$ cat config.mk
export PLATFORM = sky130hd
export DESIGN_NAME = exc_entry_calc
export DESIGN_NICKNAME = d
export VERILOG_FILES = /design/src/rtl/exc_entry_pkg.sv /design/src/rtl/exc_route.sv /design/src/rtl/exc_finish.sv /design/src/rtl/exc_entry_calc.sv
export SDC_FILE = /design/constraint.sdc
export NUM_CORES = 1
export LEC_CHECK = 0
export ABC_AREA = 1
export BUFFER_PORTS_ARGS = -buffer_cell sky130_fd_sc_hd__buf_4
export CORE_UTILIZATION = 36
export CTS_CLUSTER_SIZE = 24
export DETAILED_ROUTE_END_ITERATION = 16
export GPL_TIMING_DRIVEN = 0
export PLACE_DENSITY = 0.71
export RECOVER_POWER = 25
export REMOVE_ABC_BUFFERS = 1
export SKIP_LAST_GASP = 1
export SLEW_MARGIN = 10
export SYNTH_ARGS = -nofsm -noshare
export SYNTH_HDL_FRONTEND = slang
export SYNTH_HIERARCHICAL = 1
export SYNTH_SLANG_ARGS = --single-unit
$ cat constraint.sdc
create_clock -name clk -period 1.89 [get_ports clk]
set_clock_uncertainty 0.2 [all_clocks]
set_input_delay 0.0945 -clock clk [delete_from_list [all_inputs] [get_ports clk]]
set_output_delay 0.0945 -clock clk [all_outputs]
set_load 0.02 [all_outputs]
$ cat src/rtl/exc_entry_pkg.sv
// Package: exc_entry_pkg
// Shared widths, MSR bit positions, exception code and model encodings and
// vector constants for the exception entry calculator.
// Assumes a 64-bit machine state register with the hypervisor bit at 60.
package exc_entry_pkg;

    localparam int XLEN       = 64;
    localparam int CODE_W     = 4;
    localparam int SCLEV_W    = 7;
    localparam int AIL_W      = 2;
    localparam int MODEL_W    = 2;
    localparam int VBASE_W    = 12;

    // MSR bit positions decoded by the rest of the core
    localparam int MSR_HV_BIT = 60;
    localparam int MSR_ME_BIT = 12;
    localparam int MSR_IR_BIT = 5;
    localparam int MSR_DR_BIT = 4;
    localparam int MSR_RI_BIT = 1;
    localparam int MSR_LE_BIT = 0;

    localparam logic [XLEN-1:0] MSR_KEEP_MASK =
        (XLEN'(1) << MSR_ME_BIT) | (XLEN'(1) << MSR_HV_BIT);
    localparam logic [XLEN-1:0] SAVE_MZ_MASK  = XLEN'(64'h0000_0000_783F_0000);
    localparam logic [XLEN-1:0] AIL2_OFFSET   = XLEN'(64'h0000_0000_0001_8000);
    localparam logic [XLEN-1:0] AIL3_OFFSET   = XLEN'(64'hC000_0000_0000_4000);

    typedef enum logic [CODE_W-1:0] {
        EXC_SRESET = 4'd0,
        EXC_MCHECK = 4'd1,
        EXC_DSTOR  = 4'd2,
        EXC_ISTOR  = 4'd3,
        EXC_EXTINT = 4'd4,
        EXC_SYSC   = 4'd5,
        EXC_HDEC   = 4'd6,
        EXC_HDSTOR = 4'd7,
        EXC_HISTOR = 4'd8
    } exc_code_e;

    typedef enum logic [MODEL_W-1:0] {
        MDL_LEGACY = 2'd0,
        MDL_MID    = 2'd1,
        MDL_NEW    = 2'd2,
        MDL_RSVD   = 2'd3
    } model_e;

    // Per-exception routing decision produced by the router
    typedef struct packed {
        logic               set_hv;
        logic               copy_ri;
        logic               clr_me;
        logic               hv_pair;
        logic               ail_kill;
        logic               bad_code;
        logic [VBASE_W-1:0] base_vec;
    } route_t;

endpackage

$ cat src/rtl/exc_route.sv
// Module: exc_route
// Classifies the exception code: which MSR bits it forces, which save pair
// it uses, whether it suppresses the relocated vector, and its base vector.
// Then forms the pre-endian, pre-AIL handler MSR from the current MSR.
// Assumes ext_guest already reflects the model (1 on models without it).
module exc_route
    import exc_entry_pkg::*;
(
    input  logic [CODE_W-1:0]  code,
    input  logic [XLEN-1:0]    cur_msr,
    input  logic [SCLEV_W-1:0] sc_level,
    input  logic               ext_guest,
    output logic [XLEN-1:0]    msr_pre,
    output logic               hv_pair,
    output logic               ail_kill,
    output logic               bad_code,
    output logic [VBASE_W-1:0] base_vec
);

    route_t rt;

    // Decode the exception code into its routing decision
    always_comb begin
        rt = '0;
        case (code)
            EXC_SRESET: begin
                rt.base_vec = 12'h100;
                rt.set_hv   = 1'b1;
                rt.ail_kill = 1'b1;
            end
            EXC_MCHECK: begin
                rt.base_vec = 12'h200;
                rt.set_hv   = 1'b1;
                rt.ail_kill = 1'b1;
                rt.clr_me   = 1'b1;
            end
            EXC_DSTOR: rt.base_vec = 12'h300;
            EXC_ISTOR: rt.base_vec = 12'h400;
            EXC_EXTINT: begin
                rt.base_vec = 12'h500;
                if (!ext_guest) begin
                    rt.set_hv  = 1'b1;
                    rt.copy_ri = 1'b1;
                    rt.hv_pair = 1'b1;
                end
            end
            EXC_SYSC: begin
                rt.base_vec = 12'hC00;
                rt.set_hv   = (sc_level == SCLEV_W'(1));
            end
            EXC_HDEC: begin
                rt.base_vec = 12'h980;
                rt.set_hv   = 1'b1;
                rt.copy_ri  = 1'b1;
                rt.hv_pair  = 1'b1;
            end
            EXC_HDSTOR, EXC_HISTOR: begin
                rt.base_vec = (code == EXC_HDSTOR) ? 12'hE00 : 12'hE20;
                rt.set_hv   = 1'b1;
                rt.copy_ri  = 1'b1;
                rt.hv_pair  = 1'b1;
                rt.ail_kill = 1'b1;
            end
            default: rt.bad_code = 1'b1;
        endcase
    end

    // Apply the forced bits to the retained part of the current MSR
    always_comb begin
        msr_pre = cur_msr & MSR_KEEP_MASK;
        if (rt.set_hv)  msr_pre[MSR_HV_BIT] = 1'b1;
        if (rt.copy_ri) msr_pre[MSR_RI_BIT] = cur_msr[MSR_RI_BIT];
        if (rt.clr_me)  msr_pre[MSR_ME_BIT] = 1'b0;
    end

    assign hv_pair  = rt.hv_pair;
    assign ail_kill = rt.ail_kill;
    assign bad_code = rt.bad_code;
    assign base_vec = rt.base_vec;

endmodule

$ cat src/rtl/exc_finish.sv
// Module: exc_finish
// Completes the handler state: chooses interrupt endianness per model and
// target privilege, qualifies the relocation field against the current
// translation state and hypervisor transition, and builds the vector.
// Assumes ail_req is already zero on models without relocation.
module exc_finish
    import exc_entry_pkg::*;
(
    input  logic [MODEL_W-1:0] model_sel,
    input  logic               cur_ir,
    input  logic               cur_dr,
    input  logic               cur_hv,
    input  logic [XLEN-1:0]    msr_pre,
    input  logic [AIL_W-1:0]   ail_req,
    input  logic               ail_kill,
    input  logic               lp_ile,
    input  logic               hv_ile,
    input  logic [VBASE_W-1:0] base_vec,
    output logic [XLEN-1:0]    msr_out,
    output logic [XLEN-1:0]    vec_out,
    output logic               ail_bad
);

    logic             tgt_hv;
    logic             le_set;
    logic [AIL_W-1:0] ail_eff;

    assign tgt_hv = msr_pre[MSR_HV_BIT];

    // Pick the handler endianness for the selected model
    always_comb begin
        case (model_sel)
            MDL_MID: le_set = !tgt_hv && lp_ile;
            MDL_NEW: le_set = tgt_hv ? hv_ile : lp_ile;
            default: le_set = 1'b0;
        endcase
    end

    // Suppress relocation when translation is off or privilege rises
    always_comb begin
        ail_eff = ail_req;
        if (ail_kill || !cur_ir || !cur_dr || (tgt_hv && !cur_hv))
            ail_eff = '0;
    end

    // Build the final MSR and vector from the qualified relocation value
    always_comb begin
        msr_out = msr_pre;
        vec_out = XLEN'(base_vec);
        ail_bad = 1'b0;
        if (le_set) msr_out[MSR_LE_BIT] = 1'b1;
        if (ail_eff != '0) begin
            msr_out[MSR_IR_BIT] = 1'b1;
            msr_out[MSR_DR_BIT] = 1'b1;
            case (ail_eff)
                2'd2:    vec_out = vec_out | AIL2_OFFSET;
                2'd3:    vec_out = vec_out | AIL3_OFFSET;
                default: ail_bad = 1'b1;
            endcase
        end
    end

endmodule

$ cat src/rtl/exc_entry_calc.sv
// Module: exc_entry_calc (top)
// Computes the state for entering an exception: handler MSR, vector, save
// pair, saved MSR and an error flag. Inputs are sampled on start; results
// are registered one cycle later with a done pulse and held until the next
// start. Assumes inputs are stable in the cycle start is high.
module exc_entry_calc
    import exc_entry_pkg::*;
(
    input  logic               clk,
    input  logic               rst_n,
    input  logic               start,
    input  logic [CODE_W-1:0]  code,
    input  logic [XLEN-1:0]    cur_msr,
    input  logic [SCLEV_W-1:0] sc_level,
    input  logic               lp_ext_guest,
    input  logic [AIL_W-1:0]   lp_ail,
    input  logic               lp_ile,
    input  logic               hv_ile,
    input  logic [MODEL_W-1:0] model_sel,
    input  logic               hv_present,
    output logic               done,
    output logic [XLEN-1:0]    new_msr,
    output logic [XLEN-1:0]    vector,
    output logic               use_hv_pair,
    output logic [XLEN-1:0]    save_msr,
    output logic               err
);

    logic               newer_mdl;
    logic               ext_guest_eff;
    logic [AIL_W-1:0]   ail_req;
    logic [XLEN-1:0]    msr_pre;
    logic               hv_pair_c;
    logic               ail_kill;
    logic               bad_code;
    logic [VBASE_W-1:0] base_vec;
    logic [XLEN-1:0]    msr_c;
    logic [XLEN-1:0]    vec_c;
    logic               ail_bad;
    logic               err_c;

    // Model-dependent view of the partition control fields
    always_comb begin
        newer_mdl     = (model_sel == MDL_MID) || (model_sel == MDL_NEW);
        ext_guest_eff = newer_mdl ? lp_ext_guest : 1'b1;
        ail_req       = (model_sel == MDL_NEW) ? lp_ail : '0;
    end

    exc_route u_route (
        .code      (code),
        .cur_msr   (cur_msr),
        .sc_level  (sc_level),
        .ext_guest (ext_guest_eff),
        .msr_pre   (msr_pre),
        .hv_pair   (hv_pair_c),
        .ail_kill  (ail_kill),
        .bad_code  (bad_code),
        .base_vec  (base_vec)
    );

    exc_finish u_finish (
        .model_sel (model_sel),
        .cur_ir    (cur_msr[MSR_IR_BIT]),
        .cur_dr    (cur_msr[MSR_DR_BIT]),
        .cur_hv    (cur_msr[MSR_HV_BIT]),
        .msr_pre   (msr_pre),
        .ail_req   (ail_req),
        .ail_kill  (ail_kill),
        .lp_ile    (lp_ile),
        .hv_ile    (hv_ile),
        .base_vec  (base_vec),
        .msr_out   (msr_c),
        .vec_out   (vec_c),
        .ail_bad   (ail_bad)
    );

    // Collect every error source into one flag
    assign err_c = bad_code || ail_bad || (hv_pair_c && !hv_present);

    // Register the results on start and pulse done for one cycle
    always_ff @(posedge clk) begin
        if (!rst_n) begin
            done        <= 1'b0;
            new_msr     <= '0;
            vector      <= '0;
            use_hv_pair <= 1'b0;
            save_msr    <= '0;
            err         <= 1'b0;
        end else begin
            done <= start;
            if (start) begin
                new_msr     <= msr_c;
                vector      <= vec_c;
                use_hv_pair <= hv_pair_c;
                save_msr    <= cur_msr & ~SAVE_MZ_MASK;
                err         <= err_c;
            end
        end
    end

endmodule

; Word-level counts from Yosys, hierarchy flattened
; Index checks and enable logic that the tools add are counted.
[totals]
word_cells = 65
inputBits = 86
output_inout_bits = 195
mem_bits_rw = 0
romBits = 0
latchBits = 0
memories = 0
reg_bits = 127
[classes]
n_eq_ne = 13
mux = 24
multipliers = 0
n_addsub = 0
n_reduce_logical = 22
order_cmp = 0
bitwise_logic = 0
n_shift = 0
div_mod_pow = 0
[op_table]
columns = operator, n
row1 = one-hot mux 64 bit (2 select lines), 1
row2 = one-hot mux 12 bit (8 select lines), 1
row3 = 2-to-1 mux 64 bit, 1
row4 = equality test 4 x 3 -> 1 bit (second input constant), 4
row5 = 2-to-1 mux 1 bit, 12
row6 = OR reduction 9 bit, 1
row7 = equality test 4 x 2 -> 1 bit (second input constant), 2
row8 = 2-to-1 mux 2 bit, 4
row9 = equality test 7 x 1 -> 1 bit (second input constant), 1
row10 = equality test 2 bit (second input constant), 3
row11 = logical OR 1 bit, 6
row12 = 2-to-1 mux 6 bit, 1
row13 = one-hot mux 1 bit (2 select lines), 3
row14 = logical NOT 1 bit, 5
row15 = OR reduction 5 bit, 1
row16 = equality test 4 x 1 -> 1 bit (second input constant), 1
row17 = equality test 4 bit (second input constant), 1
row18 = logical NOT 4 bit, 1
row19 = OR reduction 2 bit, 2
row20 = OR reduction 4 bit, 1
row21 = logical AND 1 bit, 3
row22 = one-hot mux 1 bit (3 select lines), 1
row23 = OR reduction 3 bit, 1
row24 = equality test 2 x 1 -> 1 bit (second input constant), 1
row25 = nonzero test 2 bit, 1

; Depth between registers and ports, before layout
; Gate-level depths: netlist of run 1.
[logic_depth]
ltp_word = 15
mapped_depth = 17

; Hierarchy
; Netlist of run 1, hierarchy kept.
[modules_own_cells]
columns = module, seq_area_each_um2, cells_per_inst, n_inst, area_per_inst_um2
row1 = exc_entry_calc, 3703.6, 823, 1, 6602.6
row2 = exc_finish, 0.0, 149, 1, 1058.5
row3 = exc_route, 0.0, 121, 1, 744.5

; Worst setup path before layout of run 1
; OpenSTA, ideal clock, no wires.
[synth_timing]
path_kind = in2reg
from = input port model_sel[0]
to = register vector[63]
setup_ns = 0.116
arrival_time_ns = 1.587
cell_stages = 16
slack_ns = -0.012
cell_sequence = inv_1 > ha_1 > or2_2 > inv_1 > nand2_1 > nor2_1 > nor2_1 > nand3_1 > inv_2 > nor2_2 > nor2_2 > nand2_1 > nor2_1 > buf_4 > nor2_1 > nor2_1
[synth_between]
elab_chain_cells = 12
[synth_rtl]
columns = item, line_no
row1 = from (decl), exc_entry_calc.sv:19  ; input logic [MODEL_W-1:0] model_sel,
row2 = equality test 2 x 1 -> 1 bit / equality test 2 bit (equally long branches), exc_entry_calc.sv:44  ; newer_mdl = (model_sel == MDL_MID) || (model_sel == MDL_NEW);
row3 = logical OR 1 bit *, exc_entry_calc.sv:44
row4 = 2-to-1 mux 1 bit *, exc_entry_calc.sv:45  ; ext_guest_eff = newer_mdl ? lp_ext_guest : 1'b1;
row5 = named net ext_guest_eff, exc_entry_calc.sv:30  ; logic ext_guest_eff;
row6 = 2-to-1 mux 2 bit *, exc_route.sv:41  ; if (!ext_guest) begin
row7 = one-hot mux 1 bit (3 select lines) *, exc_route.sv:25  ; case (code)
row8 = 2-to-1 mux 1 bit *, exc_route.sv:71  ; if (rt.set_hv) msr_pre[MSR_HV_BIT] = 1'b1;
row9 = named net msr_pre[60], exc_entry_calc.sv:32  ; logic [XLEN-1:0] msr_pre;
row10 = logical AND 1 bit *, exc_finish.sv:42  ; if (ail_kill || !cur_ir || !cur_dr || (tgt_hv && !cur_hv))
row11 = logical OR 1 bit *, exc_finish.sv:42
row12 = 2-to-1 mux 2 bit *, exc_finish.sv:42
row13 = equality test 2 bit, exc_finish.sv:55  ; case (ail_eff)
row14 = one-hot mux 64 bit (2 select lines), exc_finish.sv:55
row15 = 2-to-1 mux 64 bit *, exc_finish.sv:52  ; if (ail_eff != '0) begin
row16 = named net vec_c[63], exc_entry_calc.sv:38  ; logic [XLEN-1:0] vec_c;
row17 = to (signal assigned), exc_entry_calc.sv:93  ; vector <= vec_c;
row18 = to (decl), exc_entry_calc.sv:23  ; output logic [XLEN-1:0] vector,
; Mark *: on every way through the listed nets, which the timed path passes. The rest lies on a longest branch.
; A chain may end at the register's enable or synchronous reset.

; Worst setup path after layout of run 1
[layout_timing]
from = input port code[3]
to = register err
[layout_between]
elab_chain_cells = 13
[layout_rtl]
columns = item, line_no
row1 = from (decl), exc_entry_calc.sv:12  ; input logic [CODE_W-1:0] code,
row2 = equality test 4 x 1 -> 1 bit (tied with other cells), exc_route.sv:25
row3 = OR reduction 5 bit (no source line), -
row4 = one-hot mux 1 bit (3 select lines) *, exc_route.sv:25
row5 = 2-to-1 mux 1 bit *, exc_route.sv:71
row6 = named net msr_pre[60], exc_entry_calc.sv:32
row7 = logical AND 1 bit *, exc_finish.sv:42
row8 = logical OR 1 bit *, exc_finish.sv:42
row9 = 2-to-1 mux 2 bit *, exc_finish.sv:42
row10 = equality test 2 bit, exc_finish.sv:55
row11 = OR reduction 2 bit (no source line), -
row12 = 2-to-1 mux 1 bit, exc_finish.sv:55
row13 = 2-to-1 mux 1 bit *, exc_finish.sv:52
row14 = named net ail_bad, exc_entry_calc.sv:39  ; logic ail_bad;
row15 = logical OR 1 bit * (2 in a row), exc_entry_calc.sv:78  ; assign err_c = bad_code || ail_bad || (hv_pair_c && !hv_present);
row16 = to (signal assigned), exc_entry_calc.sv:96  ; err <= err_c;
row17 = to (decl), exc_entry_calc.sv:26  ; output logic err
; Marks and branches as above.

==> impl_metrics.env, run 1 <==
export IMPL_grt_pass1_wl_mm=30.3
export IMPL_maxSlewViolCount=0
export IMPL_cts_made_buffers=17
export IMPL_rsz0062_at_grt="true"
export IMPL_yosysWarnings=6
export IMPL_worstHoldPathType="input pin to flop"
export IMPL_antenna_found_initial=0
export IMPL_r2r_start="save_msr[7]"
export IMPL_reg2reg_to="save_msr[7]"
export IMPL_dieArea_um2=24000
export IMPL_cap_viol_max_count=0
export IMPL_layout_commonest_cell="nor2_1"
export IMPL_crit_path_end_kind="flop"
export IMPL_reg2reg_setup_slack_ns=0.44
export IMPL_cp_top_family="simple AND/OR/NAND/NOR gates"
export IMPL_period_needed_ns=1.83
export IMPL_cts_clk_slew_worst_paths_ns=0.07
export IMPL_areaGrowthSynthToFinish_pct=25.1
export IMPL_reg2regPathDepth=3
export IMPL_worst_setup_path_type="input pin to flop"
export IMPL_synth_avg_cell_area_um2=7.69
export IMPL_required_ns=2.02
export IMPL_grt_use_total_pct=15.4
export IMPL_slowest_stage="dlygate4sd3_1"
export IMPL_design_core_area_um2=22800
export IMPL_dr_pass1_iters=6
export IMPL_synth_seq_cells=185
export IMPL_worst_hold_slack_ns=-0.153
export IMPL_finalPower_mw=9.55
export IMPL_dp_hpwl_mm=11.4
export IMPL_power_density_nw_per_um2=908
export IMPL_critPathBufInv=5
export IMPL_die_h_um=155
export IMPL_clk_insertion_delay_late_ns=0.42
export IMPL_cp_start_kind="input pin"
export IMPL_viasPerCell=4.21
export IMPL_drtAntennaViolNets=0
export IMPL_hold_viol=11
export IMPL_violations="negative hold slack"
export IMPL_cp_cell_sequence="dlygate4sd3_1, buf_4, inv_2, nand2_1, nor2_1, nand3_1, nand3_2, inv_2, nor2_2, nor2_2, nand2_1, nor2_1, nor2_1, nand3_1, nand2_1, inv_1"
export IMPL_period_share_pct=96.7
export IMPL_cp_data_arrival_time_ns=1.96
export IMPL_ios=281
export IMPL_cts_buffer_depth=2
export IMPL_place_ws_ns=-0.286
export IMPL_die_w_um=155
export IMPL_slew_headroom_pct=62.9
export IMPL_ys_types=30
export IMPL_drive_gt1_share_pct=18.6
export IMPL_crit_fanout=5
export IMPL_finalWirelength_mm=19.7
export IMPL_worst_path_largest_cell_delay_ns=0.55
export IMPL_syn_inst=1093
export IMPL_syn_area_um2=8410
export IMPL_port_buffer_count=260
export IMPL_worst_slack_ns=0.0630
export IMPL_initial_core_util_pct=36.9
export IMPL_outcome="complete, but fails checks"
export IMPL_num_vias=6910
export IMPL_cts_htree_levels=4
export IMPL_grt_pass1_vias=6406
export IMPL_fmax_mhz=547
export IMPL_tightest_slew_ns=0.557
export IMPL_setup_viol=0
export IMPL_drc=0
export IMPL_ir_worst_vdd_uv=533
export IMPL_crit_end="err"
export IMPL_place_congestion=0.740
export IMPL_cts_root_buffer="clkbuf_16"
export IMPL_crit_cells=16
export IMPL_grt_start_max_net_pins=123
export IMPL_leakage_nw=4.96
export IMPL_diodes=0
export IMPL_ys_seq_area_share_pct=44.1
export IMPL_drt_iter0_drc=322
export IMPL_nets=1406
export IMPL_rows=55
export IMPL_cts_sinks=185
export IMPL_grt_ovfl_total=0
export IMPL_drt_wirelength_per_cell_um=12.0
export IMPL_startpoint="code[3]"
export IMPL_layout_common_cells="nor2_1, dfxtp_1, o21ai_0"
export IMPL_cts_tree="yes"
[state kept, by name, indices dropped and copies added, names as in the netlist]
signal       cells
done             1
err              1
new_msr         64
save_msr        54
use_hv_pair      1
vector          64
[routing by layer]
metal / up-vias / share of wire [%] / track usage [%]
met1: 3123 / 45 / 18.4
met2: 218 / 47 / 26.0
met5: - / 0 / 0
met3: 29 / 5.8 / 4.68
li1: 3540 / - / -
met4: 0 / 2.1 / 5.99
[cells in the mapped netlist]
library cell	number	area, µm²
nor2_1	375	1410
buf_4	201	1510
dfxtp_1	185	3700
o21ai_0	184	921
clkbuf_1	34	128
inv_1	25	93.8
buf_6	19	214
nand2_1	17	63.8
nor2_2	14	87.6
nand3_1	6	30.0
nand2_2	4	25.0
buf_2	3	15.0
conb_1	3	11.3
ha_1	3	37.5
inv_2	3	11.3
buf_12	2	40.0
nand3_2	2	20.0
a21oi_1	1	5.00
and2_1	1	6.26
buf_1	1	3.75
buf_8	1	15.0
inv_4	1	6.26
nor3_1	1	5.00
o211ai_1	1	7.51
o21a_1	1	7.51
o21ai_1	1	5.00
o21bai_1	1	7.51
or2_0	1	6.26
or2_1	1	6.26
or2_2	1	6.26
[cell type report]
| type | count | area (µm²) |
|---|---|---|
| Sequential cell | 185 | 3700 |
| Fill cell | 2253 | 12300 |
| Clock buffer | 18 | 429 |
| Tap cell | 313 | 392 |
| Inverter | 29 | 116 |
| Multi-Input combinational cell | 739 | 3130 |
| Timing Repair Buffer | 345 | 2590 |
| Clock inverter | 14 | 159 |
[how the worst min path moves through the flow]
stage / start / to / slack [ns] / cells past startpoint
2_1_floorplan: start / done / -0.01 / 2
6_report: start / new_msr[6] / -0.15 / 3
3_5_place_dp: cur_msr[51] / save_msr[51] / 0.12 / 3
5_1_grt: start / save_msr[44] / -0.11 / 3
3_3_place_gp: cur_msr[34] / save_msr[34] / 0.12 / 3
4_1_cts: code[1] / vector[9] / 0.009 / 7
[timing repair]
action	CTS	global route
buffers inserted	0	2
hold buffers	74	6
endpoints found under the setup margin	0	10
gates resized for setup	0	7
endpoints found under the hold margin	98	31
[cells by family (layout without fill, tap and decap cells)]
logic type / count (synthesis) / in the layout / synth area share [%]
DFF: 185 / 185 / 44.1
buffers and inverters: 290 / 406 / 24.2
other: 3 / 124 / 0.134
adders and majority gates: 3 / 3 / 0.447
AOI/OAI and AO/OA: 189 / 189 / 11.3
and+or+nand+nor: 423 / 423 / 19.8
[power breakdown]
group / switching, mW / leakage (nW) / internal [mW]
clock: 1.67 / 0.282 / 1.99
combinational: 0.961 / 3.14 / 0.642
sequential: 0.126 / 1.54 / 4.17
total: 2.76 / 4.96 / 6.80
[worst min-delay path, stage by stage]
cell,delay [ns]
buf_12,0.15
o21ai_0,0.10
nor2_1,0.08
[metrics by stage]
step / cells / cell area (µm²) / hold slack (ns) / setup TNS (ns) / util [%]
after floorplan: 953 / 6940 / -0.0120 / 0 / -
after global placement: 1526 / 9280 / 0.115 / -273.05 / 40.7
after detailed placement: 1529 / 9370 / 0.121 / -20.55 / 41.2
after CTS: 1635 / 10700 / 0.00937 / 0 / 47.0
after global routing: 1643 / 10500 / -0.113 / -0.0324 / 46.2
final: 1643 / 10500 / -0.153 / 0 / 46.2
Power figures use the tool's default switching activity.
==> run 2, diff against run 1 <==
CORE_UTILIZATION = 48   (was 36)
PLACE_DENSITY = 0.88   (was 0.71)
==> impl_metrics.env, run 2 (same netlist as run 1, synthesis figures left out) <==
export IMPL_outcome="complete, but fails checks"
export IMPL_violations="negative hold slack"
export IMPL_worstHoldPathType="input pin to flop"
export IMPL_leakage_nw=5.07
export IMPL_dp_hpwl_mm=11.3
export IMPL_die_h_um=134
export IMPL_period_needed_ns=1.85
export IMPL_port_buffer_count=260
export IMPL_drt_wirelength_per_cell_um=13.1
export IMPL_grt_use_total_pct=22.3
export IMPL_dpl_cell_area_um2=9260
export IMPL_grt_pass1_wl_mm=32.5
export IMPL_place_congestion=0.793
export IMPL_slew_headroom_pct=64.7
export IMPL_required_ns=2.05
export IMPL_finalWirelength_mm=20.6
export IMPL_cts_root_buffer="clkbuf_16"
export IMPL_cts_sinks=185
export IMPL_place_ws_ns=-0.265
export IMPL_initial_core_util_pct=48.9
export IMPL_nets=1420
export IMPL_worst_hold_slack_ns=-0.0384
export IMPL_wl_met1_mm=8.29
export IMPL_grt_pass1_vias=6761
export IMPL_drc=0
export IMPL_cts_made_buffers=17
export IMPL_finalPower_mw=9.82
export IMPL_num_vias=7289
export IMPL_cts_tree="yes"
export IMPL_drtAntennaViolNets=0
export IMPL_hold_viol=1
export IMPL_top_layer="met4"
export IMPL_drt_iter0_drc=459
export IMPL_wl_met2_mm=10.3
export IMPL_crit_path_end_kind="flop"
export IMPL_crit_fanout=3
export IMPL_cts_htree_levels=4
export IMPL_grt_ovfl_total=0
export IMPL_tightest_slew_ns=0.529
export IMPL_cp_start_kind="input pin"
export IMPL_startpoint="code[2]"
export IMPL_dieArea_um2=18000
export IMPL_reg_top3="new_msr x64, vector x64, save_msr x54"
export IMPL_die_w_um=134
export IMPL_power_density_nw_per_um2=925
export IMPL_wl_met3_mm=1.33
export IMPL_dr_pass1_iters=4
export IMPL_cp_data_arrival_time_ns=2.01
export IMPL_setup_viol=0
export IMPL_grt_start_max_net_pins=110
export IMPL_cts_buffer_depth=2
export IMPL_viasPerCell=4.64
export IMPL_layout_common_cells="nor2_1, dfxtp_1, o21ai_0"
export IMPL_period_share_pct=98.0
export IMPL_rows=48
export IMPL_post_route_util_pct=61.8
export IMPL_cap_viol_max_count=0
export IMPL_cts_clk_slew_worst_paths_ns=0.08
export IMPL_fmax_mhz=540
export IMPL_drive_gt1_share_pct=18.5
export IMPL_worst_setup_path_type="input pin to flop"
export IMPL_layout_commonest_cell="nor2_1"
export IMPL_design_core_area_um2=17200
export IMPL_fin_area_um2=10600
export IMPL_ir_worst_vdd_uv=594
export IMPL_worst_slack_ns=0.0373
export IMPL_clk_insertion_delay_late_ns=0.42
export IMPL_maxSlewViolCount=0
export IMPL_antenna_found_initial=1
export IMPL_ios=281
export IMPL_areaGrowthSynthToFinish_pct=26.3
export IMPL_r2r_start="save_msr[6]"
export IMPL_hp_start="sc_level[4]"
run 2: changes by cell type in the layout (fill, tap and decap cells not counted), sizes merged:
cell         before  now
clkbuf           98  100
inv              36   35
buf             187  182
diode             0    1
dlygate4sd3      78   94
bufinv            2    4
run 2: timing repair:
action / 4_1_cts / 5_1_grt
setup buffers: 0 / 2
setup endpoints to repair: 0 / 25
hold buffers: 95 / 0
endpoints found under the hold margin: 110 / 0
gates resized for setup: 0 / 19
run 2: routing by layer:
layer  GRT usage (%)  vias to the layer above
met5               0                        -
met4            10.8                        0
met3            6.24                       59
met2            38.5                      256
met1            25.2                     3403
li1                -                     3571
run 2: critical path, cell delays in order:
cell	delay [ns]
buf_4	0.10
dlygate4sd3_1	0.61
nor2_2	0.06
nand3_1	0.09
nand2_1	0.08
nor2_2	0.12
inv_1	0.07
inv_1	0.08
nand3_2	0.10
nor2_4	0.18
nand2_2	0.11
nor2_4	0.15
nor2_1	0.06
nor2_1	0.11
run 2: cell type report:
type,instances,area [µm²]
Inverter,29,125
Clock inverter,15,214
Timing Repair Buffer,359,2700
Fill cell,1446,6560
Multi-Input combinational cell,739,3170
Tap cell,225,282
Clock buffer,17,425
Antenna cell,1,2.50
Sequential cell,185,3700
run 2: power by group:
part	leakage (nW)	switching, mW	internal, mW
Sequential	1.54	0.137	4.17
Clock	0.305	1.62	2.25
Combinational	3.22	0.988	0.660
Total	5.07	2.74	7.08
run 2: path summary, 6_finish.rpt:
kind	end	slack, ns	cells after the start
setup / recovery	vector[62]	0.04	14
hold / removal	new_msr[60]	-0.04	6
setup reg to reg	save_msr[6]	0.39	3
hold reg to reg	new_msr[13]	0.30	2
run 2: stage by stage:
step | cells | setup TNS (ns)
after global placement | 1438 | -243.07
after CTS | 1568 | 0
after global routing | 1570 | -0.148
after floorplan | 953 | 0
after detailed placement | 1441 | -1.58
final | 1570 | 0
==> run 3, diff against run 2 <==
RECOVER_POWER = 100   (was 25)
==> impl_metrics.env, run 3 (same netlist as run 1, synthesis figures left out) <==
export IMPL_outcome="complete, but fails checks"
export IMPL_violations="negative hold slack"
export IMPL_cp_data_arrival_time_ns=2.01
export IMPL_p_sw_share_pct=28.3
export IMPL_cts_made_buffers=17
export IMPL_dieArea_um2=18000
export IMPL_die_h_um=134
export IMPL_areaGrowthSynthToFinish_pct=21.6
export IMPL_viasPerCell=4.61
export IMPL_required_ns=2.06
export IMPL_initial_core_util_pct=48.9
export IMPL_hold_viol=1
export IMPL_port_buffer_count=260
export IMPL_clk_insertion_delay_late_ns=0.43
export IMPL_post_route_util_pct=59.5
export IMPL_rows=48
export IMPL_drt_wirelength_per_cell_um=13.1
export IMPL_critPathBufInv=3
export IMPL_power_density_nw_per_um2=949
export IMPL_cts_tree="yes"
export IMPL_slowest_stage="dlygate4sd3_1"
export IMPL_fillCellCount=1588
export IMPL_clock_power_share_pct=39.9
export IMPL_cts_root_buffer="clkbuf_16"
export IMPL_worst_setup_path_type="input pin to flop"
export IMPL_cp_cell_sequence="dlygate4sd3_1, buf_8, o21ai_0, nor2_1, dlygate4sd3_1"
export IMPL_drtAntennaViolNets=0
export IMPL_layout_commonest_cell="nor2_1"
export IMPL_maxSlewViolCount=0
export IMPL_num_vias=7236
export IMPL_drive_gt1_share_pct=10.8
export IMPL_crit_top_cell="dlygate4sd3_1"
export IMPL_cap_viol_max_count=0
export IMPL_setup_viol=0
export IMPL_p_seq_share_pct=44.3
export IMPL_crit_path_end_kind="flop"
export IMPL_cts_htree_levels=4
export IMPL_cp_start_kind="input pin"
export IMPL_leakage_nw=4.64
export IMPL_grt_use_total_pct=22.3
export IMPL_place_inst=1441
export IMPL_finalWirelength_mm=20.5
export IMPL_worst_slack_ns=0.0444
export IMPL_antenna_found_initial=1
export IMPL_period_needed_ns=1.85
export IMPL_worstHoldPathType="input pin to flop"
export IMPL_nets=1420
export IMPL_design_core_area_um2=17200
export IMPL_power_switching_mw=2.74
export IMPL_dr_pass1_iters=5
export IMPL_dp_hpwl_mm=11.3
export IMPL_grt_start_max_net_pins=110
export IMPL_fmax_mhz=542
export IMPL_intPower_mw=6.96
export IMPL_ir_worst_vdd_uv=595
export IMPL_reg_top3="new_msr x64, vector x64, save_msr x54"
export IMPL_tightest_slew_ns=0.528
export IMPL_cts_sinks=185
export IMPL_worst_hold_slack_ns=-0.0358
export IMPL_stdcell_count=1570
export IMPL_cts_clk_slew_worst_paths_ns=0.07
export IMPL_place_congestion=0.793
export IMPL_place_ws_ns=-0.265
export IMPL_period_share_pct=97.6
export IMPL_layout_common_cells="nor2_1, dfxtp_1, clkbuf_1"
export IMPL_grt_ovfl_total=0
export IMPL_drt_iter0_drc=444
export IMPL_grt_pass1_wl_mm=32.5
export IMPL_grt_pass1_vias=6761
export IMPL_comb_power_share_pct=15.7
export IMPL_slew_headroom_pct=64.8
export IMPL_crit_fanout=80
export IMPL_cp_top_family="buffers and inverters"
export IMPL_worst_path_largest_cell_delay_ns=0.58
export IMPL_cts_buffer_depth=2
export IMPL_ios=281
export IMPL_drc=0
export IMPL_die_w_um=134
[run 3: tightest hold or removal path: cells and delay by family]
family,cells,cell delay [ns]
AND/OR/NAND/NOR,5,0.39
buffers and inverters,1,0.07
[run 3: what timing repair did]
| action | in CTS | in global routing |
|---|---|---|
| gates resized for setup | 0 | 19 |
| endpoints found under the hold margin | 110 | 0 |
| endpoints found under the setup margin | 0 | 25 |
| hold buffers | 95 | 0 |
| buffers inserted | 0 | 2 |
[run 3: stage by stage]
step | instance area [µm²] | hold slack (ns) | power, mW | setup TNS [ns]
3_3_place_gp | 9170 | 0.115 | 5.85 | -243.07
4_1_cts | 10900 | 0.000343 | 9.92 | 0
6_report | 10200 | -0.0358 | 9.70 | 0
3_5_place_dp | 9260 | 0.121 | 5.91 | -1.58
2_1_floorplan | 6940 | -0.0120 | 5.13 | 0
5_1_grt | 10200 | 0.0380 | 10.1 | -0.124
[run 3: metal layers]
layer | wire length (µm) | vias up | part of all wire [%] | global-route usage (%)
li1 | - | 3571 | - | -
met1 | 8350 | 3349 | 41 | 25.2
met4 | 704 | 0 | 3.4 | 10.8
met5 | 0 | - | 0 | 0
met3 | 1280 | 61 | 6.2 | 6.24
met2 | 10200 | 255 | 50 | 38.5
[run 3: final timing paths]
| check | startpoint | end | slack [ns] | depth (start not counted) |
|---|---|---|---|---|
| setup reg to reg | save_msr[6] | save_msr[6] | 0.40 | 3 |
| hold / removal | sc_level[4] | new_msr[60] | -0.04 | 6 |
| hold reg to reg | new_msr[13] | new_msr[13] | 0.30 | 2 |
| setup / recovery | rst_n | save_msr[6] | 0.04 | 5 |
[run 3: power groups by stage]
stage               Sequential [mW]  Clock (mW)  Combinational [mW]
floorplan                      4.70           0               0.428
global placement               4.37           0                1.48
detailed placement             4.38           0                1.52
CTS                            4.30        3.94                1.69
global route                   4.33        4.11                1.67
finish                         4.30        3.87                1.53
[run 3: cell type report]
class	count	area (µm²)	area share, %
Clock inverter	15	214	2.09
Clock buffer	17	425	4.16
Tap cell	225	282	2.75
Inverter	29	125	1.22
Antenna cell	1	2.50	0.0245
Timing Repair Buffer	359	2310	22.6
Multi-Input combinational cell	739	3160	30.9
Sequential cell	185	3700	36.2
